<file path="src/rtl/sio_cfg_pkg.sv">
package sio_cfg_pkg;

  localparam int IDX_W = 8;

  typedef struct packed {
    logic idx_wr;
    logic dat_wr;
    logic rd_hit;
  } sio_strobe_t;

  // Indices at or above 0xE0 that accept data writes.
  function automatic logic idx_writable(input logic [IDX_W-1:0] i);
    if (i < 8'hE0) return 1'b0;
    case (i)
      8'hE4, 8'hE5,
      8'hE9, 8'hEA, 8'hEB, 8'hEC, 8'hED,
      8'hF3, 8'hF5, 8'hF7,
      8'hF9, 8'hFA, 8'hFB,
      8'hFD, 8'hFE, 8'hFF: return 1'b0;
      default:            return 1'b1;
    endcase
  endfunction

  function automatic logic [IDX_W-1:0] idx_reset(input logic [IDX_W-1:0] i);
    case (i)
      8'hE0:   return 8'h3C;
      8'hE2:   return 8'h03;
      8'hE3:   return 8'hFC;
      8'hE6:   return 8'hDE;
      8'hE7:   return 8'hFE;
      8'hE8:   return 8'hBE;
      default: return 8'h00;
    endcase
  endfunction

endpackage

</file>
<file path="src/rtl/sio_io_decode.sv">
module sio_io_decode
  import sio_cfg_pkg::*;
#(
  parameter int              ADDR_W   = 16,
  parameter logic [15:0]     WIN_BASE = 16'h03F0,
  parameter int              EN_BIT   = 1
) (
  input  logic [7:0]        cfg_byte,
  input  logic [ADDR_W-1:0] addr,
  input  logic              rd,
  input  logic              wr,
  output sio_strobe_t       stb
);
  localparam logic [ADDR_W-1:0] BASE = WIN_BASE[ADDR_W-1:0];

  logic in_win;
  logic win_on;

  always_comb begin
    win_on     = cfg_byte[EN_BIT];
    in_win     = win_on && (addr[ADDR_W-1:1] == BASE[ADDR_W-1:1]);
    stb.idx_wr = in_win && wr && !addr[0];
    stb.dat_wr = in_win && wr && addr[0];
    stb.rd_hit = in_win && rd;
  end
endmodule

</file>
<file path="src/rtl/sio_reg_bank.sv">
module sio_reg_bank
  import sio_cfg_pkg::*;
#(
  parameter logic [7:0] BANK_BASE = 8'hE0,
  parameter int         BANK_N    = 32
) (
  input  logic             clk,
  input  logic             rst,
  input  logic             wr_en,
  input  logic [IDX_W-1:0] idx,
  input  logic [IDX_W-1:0] wdata,
  output logic [IDX_W-1:0] rd_byte
);
  localparam int BANK_AW = (BANK_N > 1) ? $clog2(BANK_N) : 1;

  logic [IDX_W-1:0] cell_q [BANK_N];
  logic             in_bank;
  logic [BANK_AW-1:0] off;

  always_comb begin
    in_bank = (int'(idx) >= int'(BANK_BASE)) &&
              (int'(idx) <  int'(BANK_BASE) + BANK_N);
    off     = BANK_AW'(idx - BANK_BASE);
  end

  for (genvar g = 0; g < BANK_N; g++) begin : g_cell
    localparam logic [IDX_W-1:0] CELL_IDX = BANK_BASE + IDX_W'(g);
    if (idx_writable(CELL_IDX)) begin : g_rw
      always_ff @(posedge clk) begin
        if (rst)
          cell_q[g] <= idx_reset(CELL_IDX);
        else if (wr_en && in_bank && off == BANK_AW'(g))
          cell_q[g] <= wdata;
      end
    end else begin : g_ro
      assign cell_q[g] = '0;
    end
  end

  always_comb rd_byte = in_bank ? cell_q[off] : '0;
endmodule

</file>
<file path="src/rtl/sio_guard_check.sv">
module sio_guard_check
  import sio_cfg_pkg::*;
#(
  parameter int               N_GUARD  = 2,
  parameter logic [15:0]      GUARD_IDX [N_GUARD] = '{16'h00E7, 16'h00E8},
  parameter logic [15:0]      GUARD_OK  [N_GUARD] = '{16'h00FE, 16'h00BE}
) (
  input  logic             clk,
  input  logic             rst,
  input  logic             wr_en,
  input  logic [IDX_W-1:0] idx,
  input  logic [IDX_W-1:0] wdata,
  output logic             flag
);
  logic [N_GUARD-1:0] miss;

  for (genvar g = 0; g < N_GUARD; g++) begin : g_cmp
    assign miss[g] = (idx == GUARD_IDX[g][IDX_W-1:0]) &&
                     (wdata != GUARD_OK[g][IDX_W-1:0]);
  end

  always_ff @(posedge clk) begin
    if (rst) flag <= 1'b0;
    else     flag <= wr_en && (|miss);
  end
endmodule

</file>
<file path="src/rtl/sio_cfg_port.sv">
module sio_cfg_port
  import sio_cfg_pkg::*;
#(
  parameter int          ADDR_W    = 16,
  parameter logic [15:0] WIN_BASE  = 16'h03F0,
  parameter int          EN_BIT    = 1,
  parameter logic [7:0]  BANK_BASE = 8'hE0,
  parameter int          BANK_N    = 32
) (
  input  logic              clk,
  input  logic              rst,
  input  logic [7:0]        bridge_cfg,
  input  logic [ADDR_W-1:0] io_addr,
  input  logic [7:0]        io_wdata,
  input  logic              io_rd,
  input  logic              io_wr,
  output logic [7:0]        io_rdata,
  output logic              io_rd_ack,
  output logic              unsup_pulse
);
  sio_strobe_t      stb;
  logic [IDX_W-1:0] idx_q;
  logic [IDX_W-1:0] bank_rd;

  sio_io_decode #(
    .ADDR_W(ADDR_W), .WIN_BASE(WIN_BASE), .EN_BIT(EN_BIT)
  ) u_dec (
    .cfg_byte(bridge_cfg), .addr(io_addr), .rd(io_rd), .wr(io_wr), .stb(stb)
  );

  always_ff @(posedge clk) begin
    if (rst)             idx_q <= '0;
    else if (stb.idx_wr) idx_q <= io_wdata;
  end

  sio_reg_bank #(
    .BANK_BASE(BANK_BASE), .BANK_N(BANK_N)
  ) u_bank (
    .clk(clk), .rst(rst), .wr_en(stb.dat_wr), .idx(idx_q),
    .wdata(io_wdata), .rd_byte(bank_rd)
  );

  sio_guard_check u_guard (
    .clk(clk), .rst(rst), .wr_en(stb.dat_wr), .idx(idx_q),
    .wdata(io_wdata), .flag(unsup_pulse)
  );

  always_ff @(posedge clk) begin
    if (rst) begin
      io_rdata  <= 8'hFF;
      io_rd_ack <= 1'b0;
    end else begin
      io_rd_ack <= stb.rd_hit;
      io_rdata  <= stb.rd_hit ? bank_rd : 8'hFF;
    end
  end
endmodule

</file>
<file path="config.mk">
export PLATFORM = sky130hd
export DESIGN_NAME = sio_cfg_port
export DESIGN_NICKNAME = d
export VERILOG_FILES = /design/src/rtl/sio_cfg_pkg.sv /design/src/rtl/sio_io_decode.sv /design/src/rtl/sio_reg_bank.sv /design/src/rtl/sio_guard_check.sv /design/src/rtl/sio_cfg_port.sv
export SDC_FILE = /design/constraint.sdc
export NUM_CORES = 1
export LEC_CHECK = 0
export CAP_MARGIN = 5
export CORE_MARGIN = 2
export CORE_UTILIZATION = 45
export CTS_CLUSTER_DIAMETER = 80
export DETAILED_ROUTE_END_ITERATION = 8
export DONT_BUFFER_PORTS = 1
export HOLD_SLACK_MARGIN = 0.03
export PLACE_DENSITY_LB_ADDON = 0.05
export SYNTH_ARGS = -nofsm -noshare
export SYNTH_HDL_FRONTEND = slang
export SYNTH_SLANG_ARGS = --single-unit
</file>
<file path="constraint.sdc">
create_clock -name clk -period 3.3 [get_ports clk]
set_input_delay 0.825 -clock clk [delete_from_list [all_inputs] [get_ports clk]]
set_output_delay 0.825 -clock clk [all_outputs]
set_load 0.005 [all_outputs]
</file>
Word-level counts from Yosys, hierarchy flattened
Index checks and enable logic that the tools add are counted.
{ "totals": {"regBits": 146, "input_bits": 36, "elab_cells": 78} }
{ "op_classes": {"n_addsub": 1, "magnitude_cmp": 2, "eq_ne": 20, "muxes": 4, "n_bitwise": 2, "reduce_logical": 29} }
{ "op_table": {"columns": ["operator", "count"], "rows": [
  ["$bmux W8 S5", 1],
  ["$eq A5 B5 Y1 const B", 7],
  ["$logic_and A1 B1 Y1", 25],
  ["$mux W8", 3],
  ["$eq A8 B8 Y1 const B", 2],
  ["$ne A8 B8 Y1 const B", 2],
  ["$eq A15 B9 Y1 const B", 1],
  ["$eq A5 B4 Y1 const B", 3],
  ["$eq A5 B2 Y1 const B", 2],
  ["$eq A5 B3 Y1 const B", 2],
  ["$ge A8 B8 Y1 const B", 1],
  ["$ge A6 B6 Y1 const B", 1],
  ["$not A5 Y6", 1],
  ["$eq A5 B1 Y1 const B", 1],
  ["$logic_not A5 Y1", 1],
  ["$sub A5 B1 Y5 const B", 1],
  ["$reduce_or A2 Y1", 2],
  ["$logic_not A1 Y1", 1],
  ["$not A1 Y1", 1]
]} }

Longest topological paths before layout
Gate-level depths: netlist of the first run.
{ "depth": {"depth_word": 6, "mapped_depth": 7} }

By module
A second synthesis of the first run with hierarchy kept.
{ "unflattened": {"cells_unflattened": 674, "area_unflattened_um2": 6749.0} }
{ "modules_own_cells": {"columns": ["module", "instances", "cells_each", "area_per_inst_um2", "seq_area_each_um2"], "rows": [
  ["sio_reg_bank", 1, 611, 6003.3, 2562.5],
  ["sio_cfg_port", 1, 45, 558.0, 340.3],
  ["sio_guard_check", 1, 10, 112.6, 20.0],
  ["sio_io_decode", 1, 8, 75.1, 0.0]
]} }

Worst setup path before layout of the first run
Ideal clock, no wire load.
{ "synth_timing": {"path_type": "input to register", "from": "input io_addr[11]", "to": "register u_bank.cell_q[136] (netlist bit)", "setup_ns": 0.128, "arrival_ns": 2.011, "t_required_ns": 3.172, "path_slack_ns": 1.161, "cell_stages": 7, "n_path_buf": 3, "cell_sequence": "nor4_2 and4_1 buf_4 buf_12 nand4b_1 buf_4 mux2i_1"} }
{ "synth_via": {"elab_chain_len": 6} }
{ "synth_rtl": {"columns": ["item", "line", "text"], "rows": [
  ["start, declared", "sio_cfg_port.sv:13", "input logic [ADDR_W-1:0] io_addr,"],
  ["$eq A15 B9 Y1", "sio_io_decode.sv:21", "in_win = win_on && (addr[ADDR_W-1:1] == BASE[ADDR_W-1:1]);"],
  ["$logic_and A1 B1 Y1", "sio_io_decode.sv:21", null],
  ["$logic_and A1 B1 Y1 (2 in a row)", "sio_io_decode.sv:23", "stb.dat_wr = in_win && wr && addr[0];"],
  ["$logic_and A1 B1 Y1 (2 in a row)", "sio_reg_bank.sv:32", "else if (wr_en && in_bank && off == BANK_AW'(g))"],
  ["end signal, assigned by index", "sio_reg_bank.sv:31", "cell_q[g] <= idx_reset(CELL_IDX);"],
  ["end signal, assigned by index", "sio_reg_bank.sv:33", "cell_q[g] <= wdata;"],
  ["end, declared", "sio_reg_bank.sv:16", "logic [IDX_W-1:0] cell_q [BANK_N];"]
]} }
Every way passes these cells.
A chain may end at the register's enable or synchronous reset.

Worst setup path in the final report of the first run
{ "layout_timing": {"from": "register idx_q[4]", "to": "register u_bank.cell_q[127] (netlist bit)"} }
{ "layout_via": {"elab_chain_len": 3, "elab_cells_between_ends": 5, "classes_between": "1 x add/sub; 1 x order compare; 1 x eq/ne; 2 x reduce/logical"} }
{ "layout_rtl": {"columns": ["item", "line", "text"], "rows": [
  ["start, declared", "sio_cfg_port.sv:22", "logic [IDX_W-1:0] idx_q;"],
  ["start signal, assigned", "sio_cfg_port.sv:33", "else if (stb.idx_wr) idx_q <= io_wdata;"],
  ["$sub A5 B1 Y5 or $ge A8 B8 Y1 (tied branches)", "sio_reg_bank.sv:23, sio_reg_bank.sv:21", null],
  ["$eq A5 B5 Y1 or $logic_and A1 B1 Y1 (tied branches)", "sio_reg_bank.sv:32", null],
  ["$logic_and A1 B1 Y1 (*)", "sio_reg_bank.sv:32", null]
]} }
Mark *: on every way between the ends. The rest lies on a longest branch, timed or not.

==> impl_metrics.ini, run 1 <==
[status]
status = finished, final reports clean

[critical_path]
startpoint_type = flop
critical_path_buf_inv_count = 0
cp-end-kind = flop
cp.required_ps = 3600
cp.arrival_ps = 2920
cpLargestDelayFamily = simple AND/OR/NAND/NOR gates
cp_max_fo = 19
slowest_delay_ps = 900
critical_path.cell_chain = and3_1 -> nand4_1 -> o21ai_0 -> a21oi_1
crit_slowest_cell = dfxtp_1
path_class = reg2reg

[finish]
final_cells = 933
drive_gt1_share_pct = 13.0
final_nets = 747
diodes = 0
fill_cells = 1386
area_growth_pct = 9.36

[sta]
max_freq_ghz = 0.382
grt_setup_unrepaired = no
maxSlewHeadroom_pct = 27.8
final.period_utilization_pct = 79.4
whs_ps = 459
hold_viol_final = 0
tightest_slew_ps = 1080
setup_violations = 0
fin_skew_ps = 8.07
tns_ps = 0
period_needed_ps = 2620
maxSlewViolCount = 0

[route]
wl_met2_mm = 9.73
drtPass1Iterations = 5
drt-total-wl_mm = 21.6
met1_length_mm = 9.83
vias = 5711
dr.max_layer_used = met4
drt_iter0_markers = 574
ant_nets = 0
vias_per_cell = 6.12
route.met3.wl_mm = 1.60
route.detailed.drc = 0
avgRoutedWirePerCell_um = 23.1

[cts]
numCtsBuffers = 17
cts_max_path_buffers = 2
ctsHoldBuffers = 0
tritoncts = built
clkSlewWorstSetupHoldPaths_ps = 60
cts_max_level = 4
cts_setup_buffers = 0
cts-root-buf = clkbuf_16
cts_sinks = 146
clock_latency_ps = 420
postCtsResizedCells = 0

[floorplanning]
die_area_mm2 = 0.0167
num_io_pins = 46
std_cell_rows = 45
die_h_um = 129
core_area_mm2 = 0.0153
start_util_pct = 46.3
die_x_um = 129

[yosys]
postSynthCellCount = 749
synth_cell_types = 54
async_flop_share_pct = 0
syn-num-nets = 785
ys.warnings.count = 0
postSynthAreaPerCell_um2 = 9.43
syn_area_mm2 = 0.00706
synth-edff-count = 0
yosysSeqAreaShare_pct = 41.4
ys.flop_type = dfxtp_1
ys_seq_elements = 146

[power_and_ir_drop]
seqPwrFrac_pct = 46.6
p_sw_share_pct = 21.0
p_switching_mw = 0.793
power_frac_comb_pct = 1.7
ir_drop_uv = 352
p_int_mw = 2.99
p_per_area_mw_per_mm2 = 490
p_leak_nw = 3.08
power_frac_clock_pct = 51.7

[global_route]
grt_max_degree = 74
grt_first_pass_wirelength_mm = 33.4
antenna_found_initial = 0
grt_pass1_vias = 5518
grt_overflow = 0
grt_usage_pct = 26.9

[placed_design]
hpwlAfterDp_mm = 13.9
gp_congestion = 0.845
place_inst = 903
placement.io_buffers = 0

[run]
cap_violations = 0

[min_path]
hold_class = reg2reg
==> kinds of logic (layout without fill, tap and decap cells) <==
| logic type | after synthesis | after routing | synth area share, % |
|---|---|---|---|
| DFF | 146 | 146 | 41.4 |
| muxes | 124 | 124 | 19.0 |
| buffers and inverters | 79 | 52 | 5.51 |
| and+or+nand+nor | 249 | 249 | 21.0 |
| AOI/OAI and AO/OA | 151 | 151 | 13.2 |
==> placed cells by master (no fill, tap or decap), drive strengths merged, types with 3 or more instances in the layout <==
| cell type | netlist | final |
|---|---|---|
| a22o | 4 | 4 |
| nor2b | 3 | 3 |
| dfxtp | 146 | 146 |
| clkinvlp | 0 | 3 |
| nor4b | 4 | 4 |
| nand3 | 25 | 25 |
| nor3 | 3 | 3 |
| clkbuf | 40 | 19 |
| nand2 | 83 | 83 |
| nand4 | 64 | 64 |
| mux2i | 100 | 100 |
| bufinv | 0 | 3 |
| buf | 38 | 21 |
| nor2 | 30 | 30 |
| o31ai | 17 | 17 |
| mux2 | 18 | 18 |
| a221oi | 6 | 6 |
| a211oi | 9 | 9 |
| a21oi | 46 | 46 |
| and2 | 7 | 7 |
| clkinv | 0 | 5 |
| and3b | 3 | 3 |
| and3 | 9 | 9 |
| a31o | 3 | 3 |
| nand3b | 3 | 3 |
| o2bb2ai | 4 | 4 |
| o21ai | 53 | 53 |
| mux4 | 6 | 6 |
==> tightest hold or removal path: stages (launching register included) <==
cell     delay [ps]
dfxtp_1         310
nand2_1          50
mux2i_1          50
==> worst paths after layout <==
kind	cells after the start	end	slack, ps	startpoint
worst min register to register	2	u_bank.cell_q[141]	460	u_bank.cell_q[141]
worst max register to register	4	u_bank.cell_q[127]	680	idx_q[4]
worst min-delay path	2	u_bank.cell_q[141]	460	u_bank.cell_q[141]
worst max-delay path	4	u_bank.cell_q[127]	680	idx_q[4]
==> cell usage after synthesis (3+ instances only) <==
| master | n | area share (%) |
|---|---|---|
| buf_2 | 26 | 1.8 |
| buf_4 | 9 | 0.96 |
| o21ai_1 | 7 | 0.50 |
| o31ai_1 | 16 | 1.7 |
| clkbuf_1 | 38 | 2.0 |
| mux2_2 | 16 | 2.6 |
| and3_1 | 9 | 0.80 |
| and2_1 | 4 | 0.35 |
| nand2_1 | 83 | 4.4 |
| nand3b_1 | 3 | 0.32 |
| a21oi_1 | 46 | 3.3 |
| nand4_4 | 9 | 2.7 |
| o21ai_0 | 46 | 3.3 |
| a211oi_1 | 9 | 0.96 |
| mux4_2 | 6 | 1.9 |
| and3b_1 | 3 | 0.37 |
| nor2b_1 | 3 | 0.27 |
| a221oi_1 | 6 | 0.74 |
| nor2_1 | 30 | 1.6 |
| dfxtp_1 | 146 | 41 |
| a31o_1 | 3 | 0.37 |
| mux2i_1 | 100 | 14 |
| nor3_1 | 3 | 0.21 |
| a22o_1 | 4 | 0.50 |
| o2bb2ai_1 | 4 | 0.50 |
| nand3_1 | 25 | 1.8 |
| nand4_1 | 55 | 4.9 |
==> per-layer routing <==
layer,global-route usage [%],vias to the layer above
li1,-,2682
met1,37.3,2788
met2,40.4,211
met3,7.80,30
met4,8.38,0
met5,0,-
==> stage by stage <==
stage / utilization [%] / power, mW / area, um2 / setup WS, ps
floorplan: - / 1.87 / 7060 / 1160
global placement: 46.7 / 1.86 / 7130 / 682
detailed placement: 46.7 / 1.86 / 7130 / 655
CTS: 50.6 / 3.81 / 7720 / 678
global route: 50.6 / 3.88 / 7720 / 517
finish: 50.6 / 3.78 / 7720 / 680
==> power by group through the flow <==
stage | clock network [mW] | registers (mW) | logic [mW]
after floorplan | 0 | 1.80 | 0.0645
after global placement | 0 | 1.80 | 0.0618
after detailed placement | 0 | 1.80 | 0.0629
after CTS | 1.98 | 1.76 | 0.0631
after global routing | 2.05 | 1.76 | 0.0676
final | 1.95 | 1.76 | 0.0633
==> sequential cells by signal, summed over array words and instances, names as in the netlist <==
register,count
io_rd_ack,1
u_bank.cell_q,128
idx_q,8
io_rdata,8
u_guard.flag,1
==> cell type report <==
class | instances | area, um2 | share of cell area, %
Clock buffer | 19 | 453 | 5.87
Clock inverter | 11 | 138 | 1.78
Inverter | 1 | 3.75 | 0.0486
Timing Repair Buffer | 21 | 183 | 2.37
Tap cell | 211 | 264 | 3.42
Sequential cell | 146 | 2920 | 37.8
Multi-Input combinational cell | 524 | 3760 | 48.7
Note: power is estimated with default switching activity, not from simulation.
==> inputs of run 2 (changes only) <==
- clock period: 3.3 -> 2.2 ns (I/O delays scaled with it)
==> run 2 against run 1 <==
Sequential share of layout area fell by 1.4 points. Clock skew rose by 1.1 ps. Sequential power rose by 50%. Critical endpoint is now io_rdata[6]. Via count rose by 3.3%.
==> impl_metrics.ini, run 2 (synthesis results as in run 1) <==
[finish]
largest-register = u_bank.cell_q
final_nets = 770
fill_cells = 1378
mostFrequentLayoutCells = dfxtp_1, mux2i_1, nand2_1
reg_top3 = u_bank.cell_q x128, idx_q x8, io_rdata x8
largest_reg_flops = 128
diodes = 0
final_area_mm2 = 0.00803
final_cells = 958
area_growth_pct = 13.6
final_common_cell = dfxtp_1
drive_gt1_share_pct = 15.9

[route]
vias = 5898
avgRoutedWirePerCell_um = 22.7
route.detailed.drc = 0
drt_iter0_markers = 515
drtPass1Iterations = 5
drt-total-wl_mm = 21.8
ant_nets = 0
vias_per_cell = 6.16

[floorplanning]
die_area_mm2 = 0.0167
die_x_um = 129
std_cell_rows = 45
die_h_um = 129
start_util_pct = 46.3
num_io_pins = 46
core_area_mm2 = 0.0153

[critical_path]
cp_max_fo = 8
critical_path.cell_chain = buf_4 -> buf_4 -> mux2i_1 -> o21ai_0 -> a211oi_1 -> o31ai_1
rr_worst_depth = 6
cp.required_ps = 2530
path_class = reg2reg
timing.rr.end = io_rdata[6]
cp_common_cell = buf_4
rrSetupSlack_ps = 240
slowest_delay_ps = 540
crit_slowest_cell = dfxtp_1
startpoint_type = flop
cp-end-kind = flop
cp.arrival_ps = 2280
r2r_start = idx_q[2]

[sta]
hold_viol_final = 0
fin_skew_ps = 9.14
maxSlewViolCount = 0
tns_ps = 0
setup_violations = 0
tightest_slew_ps = 596
max_freq_ghz = 0.511
grt_setup_unrepaired = no
period_needed_ps = 1960
maxSlewHeadroom_pct = 59.8
final.period_utilization_pct = 89.0

[placed_design]
placement.io_buffers = 0
placed_area_mm2 = 0.00734
hpwlAfterDp_mm = 14.4
gp_congestion = 0.899
place_inst = 926

[cts]
cts_max_path_buffers = 2
clkSlewWorstSetupHoldPaths_ps = 60
tritoncts = built
postCtsResizedCells = 0
numCtsBuffers = 17
cts_max_level = 4
ctsHoldBuffers = 0
clock_latency_ps = 430
cts_setup_buffers = 0
cts_sinks = 146
cts-root-buf = clkbuf_16

[global_route]
antenna_found_initial = 0
grt_max_degree = 74
grt_overflow = 0
grt_pass1_vias = 5777
grt_usage_pct = 27.4
grt_first_pass_wirelength_mm = 34.4

[power_and_ir_drop]
p_leak_nw = 3.25
p_per_area_mw_per_mm2 = 758
ir_drop_uv = 515
p_total_mw = 6.08

[min_path]
whs_path_depth = 1
hold_class = in2reg
whs_endpoint = u_bank.cell_q[249]
hold_start = rst

[status]
status = finished, final reports clean

[run]
cap_violations = 0
run 2: through the flow:
stage,hold slack [ps],setup WS (ps),util (%)
after floorplan,434,336,-
after global placement,442,100,48.1
after detailed placement,452,48.1,48.1
after CTS,172,248,52.6
after global routing,173,131,52.6
final,182,242,52.6
run 2: critical path, delay by kind of cell, from the launching register on:
| family | cells | cell delay [ps] |
|---|---|---|
| compound gates | 3 | 870 |
| buf+inv | 2 | 370 |
| mux | 1 | 70 |
| flops | 1 | 540 |
run 2: cell type report:
| type | instances | area, um2 | area share, % |
|---|---|---|---|
| multi-input cells | 524 | 3760 | 46.8 |
| inverters | 1 | 3.75 | 0.0468 |
| clock buffers | 19 | 453 | 5.64 |
| clock inverters | 13 | 230 | 2.87 |
| repair buffers | 44 | 393 | 4.90 |
| flip-flops and latches | 146 | 2920 | 36.4 |
| well taps | 211 | 264 | 3.29 |
run 2: per-layer routing:
layer	vias to the layer above	part of all wire [%]	global-route usage [%]
met5	-	0	0
met2	208	46	43.3
met3	26	5.5	4.75
met1	2928	47	38.1
li1	2736	-	-
met4	0	2.0	9.21
run 2: how the worst max path moves through the flow:
stage / startpoint / endpoint / slack (ps) / cells past startpoint
floorplan: io_addr[11] / u_bank.cell_q[136] / 340 / 7
global placement: io_addr[2] / u_bank.cell_q[205] / 100 / 5
global route: idx_q[2] / u_bank.cell_q[207] / 130 / 4
detailed placement: io_addr[2] / u_bank.cell_q[200] / 50 / 5
CTS: idx_q[2] / io_rdata[6] / 250 / 6
finish: idx_q[2] / io_rdata[6] / 240 / 6
run 2: power breakdown:
group / internal [mW] / total, mW / switching [mW]
Clock: 2.19 / 3.34 / 1.16
Sequential: 2.64 / 2.64 / 0.00000120
Combinational: 0.0221 / 0.0938 / 0.0717
==> inputs of run 3 (changes only) <==
- REMOVE_ABC_BUFFERS: default -> 1
- SETUP_SLACK_MARGIN: default -> 0.2
==> run 3 against run 2 <==
Design area down 2.0%. Maximum frequency down 1.5%. Die area unchanged. Final cell count down 1.0%. Critical endpoint is now io_rdata[7]. Hold slack better by 1.6 ps. Power down 5.6%. Register-to-register slack worse by 30 ps. Largest cell class unchanged. Count of clock-buffer cells in the layout up 3. Combinational power about the same. Global-route usage down 0.72 points.
==> impl_metrics.ini, run 3 (synthesis results as in run 1) <==
[status]
status = finished, final reports clean

[route]
route.detailed.drc = 0
vias = 5865
ant_nets = 0
drt_iter0_markers = 487
avgRoutedWirePerCell_um = 22.7
drt-total-wl_mm = 21.5
vias_per_cell = 6.19
drtPass1Iterations = 5

[critical_path]
cp_max_fo = 31
path_class = reg2reg
slowest_delay_ps = 520
critical_path.cell_chain = buf_12 -> or3b_1 -> o21ai_1 -> a211oi_1 -> o31ai_1
cp.arrival_ps = 2270
cp-end-kind = flop
critical_path_buf_inv_count = 1
cp.required_ps = 2480
crit_slowest_cell = or3b_1
startpoint_type = flop
cpLargestDelayFamily = compound AO/OA/AOI/OAI gates

[sta]
grt_setup_unrepaired = yes
fin_skew_ps = 10.7
hold_viol_final = 0
maxSlewViolCount = 0
whs_ps = 184
tightest_slew_ps = 573
final.period_utilization_pct = 90.4
maxSlewHeadroom_pct = 61.7
max_freq_ghz = 0.503
setup_violations = 0
period_needed_ps = 1990

[cts]
clkSlewWorstSetupHoldPaths_ps = 60
numCtsBuffers = 17
tritoncts = built
clock_latency_ps = 430
cts_max_path_buffers = 2
ctsHoldBuffers = 0
cts_max_level = 4
cts_sinks = 146
cts-root-buf = clkbuf_16

[power_and_ir_drop]
p_sw_share_pct = 21.1
p_switching_mw = 1.21
p_int_mw = 4.53
ir_drop_uv = 548
p_leak_nw = 3.16
power_frac_comb_pct = 1.6
p_per_area_mw_per_mm2 = 730
seqPwrFrac_pct = 46.0
power_frac_clock_pct = 52.3

[finish]
largest_reg_flops = 128
mostFrequentLayoutCells = dfxtp_1, mux2i_1, nand2_1
final_nets = 760
final_area_mm2 = 0.00787
reg_top3 = u_bank.cell_q x128, idx_q x8, io_rdata x8
final_common_cell = dfxtp_1
drive_gt1_share_pct = 15.1
diodes = 0
finalCoreUtilization_pct = 51.6
largest-register = u_bank.cell_q
area_growth_pct = 11.4

[placed_design]
gp_congestion = 0.835
hpwlAfterDp_mm = 14.1
placement.io_buffers = 0
placed_area_mm2 = 0.00725

[global_route]
grt_overflow = 0
antenna_found_initial = 0
grt_first_pass_wirelength_mm = 33.5
grt_max_degree = 74
grt_usage_pct = 26.7
grt_pass1_vias = 5653

[floorplanning]
die_x_um = 129
std_cell_rows = 45
num_io_pins = 46
die_area_mm2 = 0.0167
start_util_pct = 46.3
core_area_mm2 = 0.0153
die_h_um = 129

[min_path]
hold_class = in2reg

[run]
cap_violations = 0
## run 3: cell count changes in the layout (fill, tap and decap cells not counted), moves of 2 or more
| cell | change |
|---|---|
| clkinv_2 | +3 |
| buf_4 | -9 |
| bufinv_16 | -3 |
| dfxtp_2 | +2 |
| clkbuf_1 | +2 |
| dfxtp_1 | -2 |
| clkinvlp_4 | -2 |
## run 3: worst register-to-register path, cell delays in order, from the launching register on
cell and delay [ps]:
dfxtp_1 360, buf_12 210, or3b_1 550, o21ai_1 190, a211oi_1 90, o31ai_1 450
## run 3: layout make-up
type	count	area [um2]
Tap cell	211	264
Sequential cell	146	2930
Timing Repair Buffer	34	305
Inverter	1	3.75
Multi-Input combinational cell	524	3760
Clock inverter	10	131
Clock buffer	22	474
Fill cell	1412	7390
## run 3: power by group through the flow
stage               Clock, mW  Combinational (mW)  Sequential, mW
floorplan                   0              0.0549            2.70
global placement            0              0.0909            2.70
detailed placement          0              0.0924            2.70
CTS                      3.03              0.0928            2.64
global route             3.15              0.0999            2.64
finish                   3.00              0.0935            2.64
## run 3: timing repair
item	4_1_cts	5_1_grt
buffers inserted	0	0
resized for setup	1	3
setup endpoints to repair	8	30
## run 3: layer usage
layer	vias to the layer above	wire length [um]	track usage, %
met5	-	0	0
met4	0	461	9.65
met3	28	1380	5.37
met2	232	9490	39.1
met1	2886	10200	38.9
li1	2719	-	-
## run 3: worst paths after layout
path	start	end	slack (ps)	cells past startpoint
max	idx_q[3]	io_rdata[7]	210	5
min	rst	u_bank.cell_q[235]	180	1
max reg2reg	idx_q[3]	io_rdata[7]	210	5
min reg2reg	u_bank.cell_q[110]	u_bank.cell_q[110]	460	2
## run 3: per-stage QoR
step / worst slack (ps) / instances / power (mW) / TNS, ps
2_1_floorplan: -1500 / 671 / 2.76 / -128470
3_3_place_gp: 146 / 916 / 2.79 / 0
3_5_place_dp: 99.7 / 916 / 2.79 / 0
4_1_cts: 206 / 948 / 5.76 / 0
5_1_grt: 189 / 948 / 5.90 / 0
6_report: 211 / 948 / 5.74 / 0
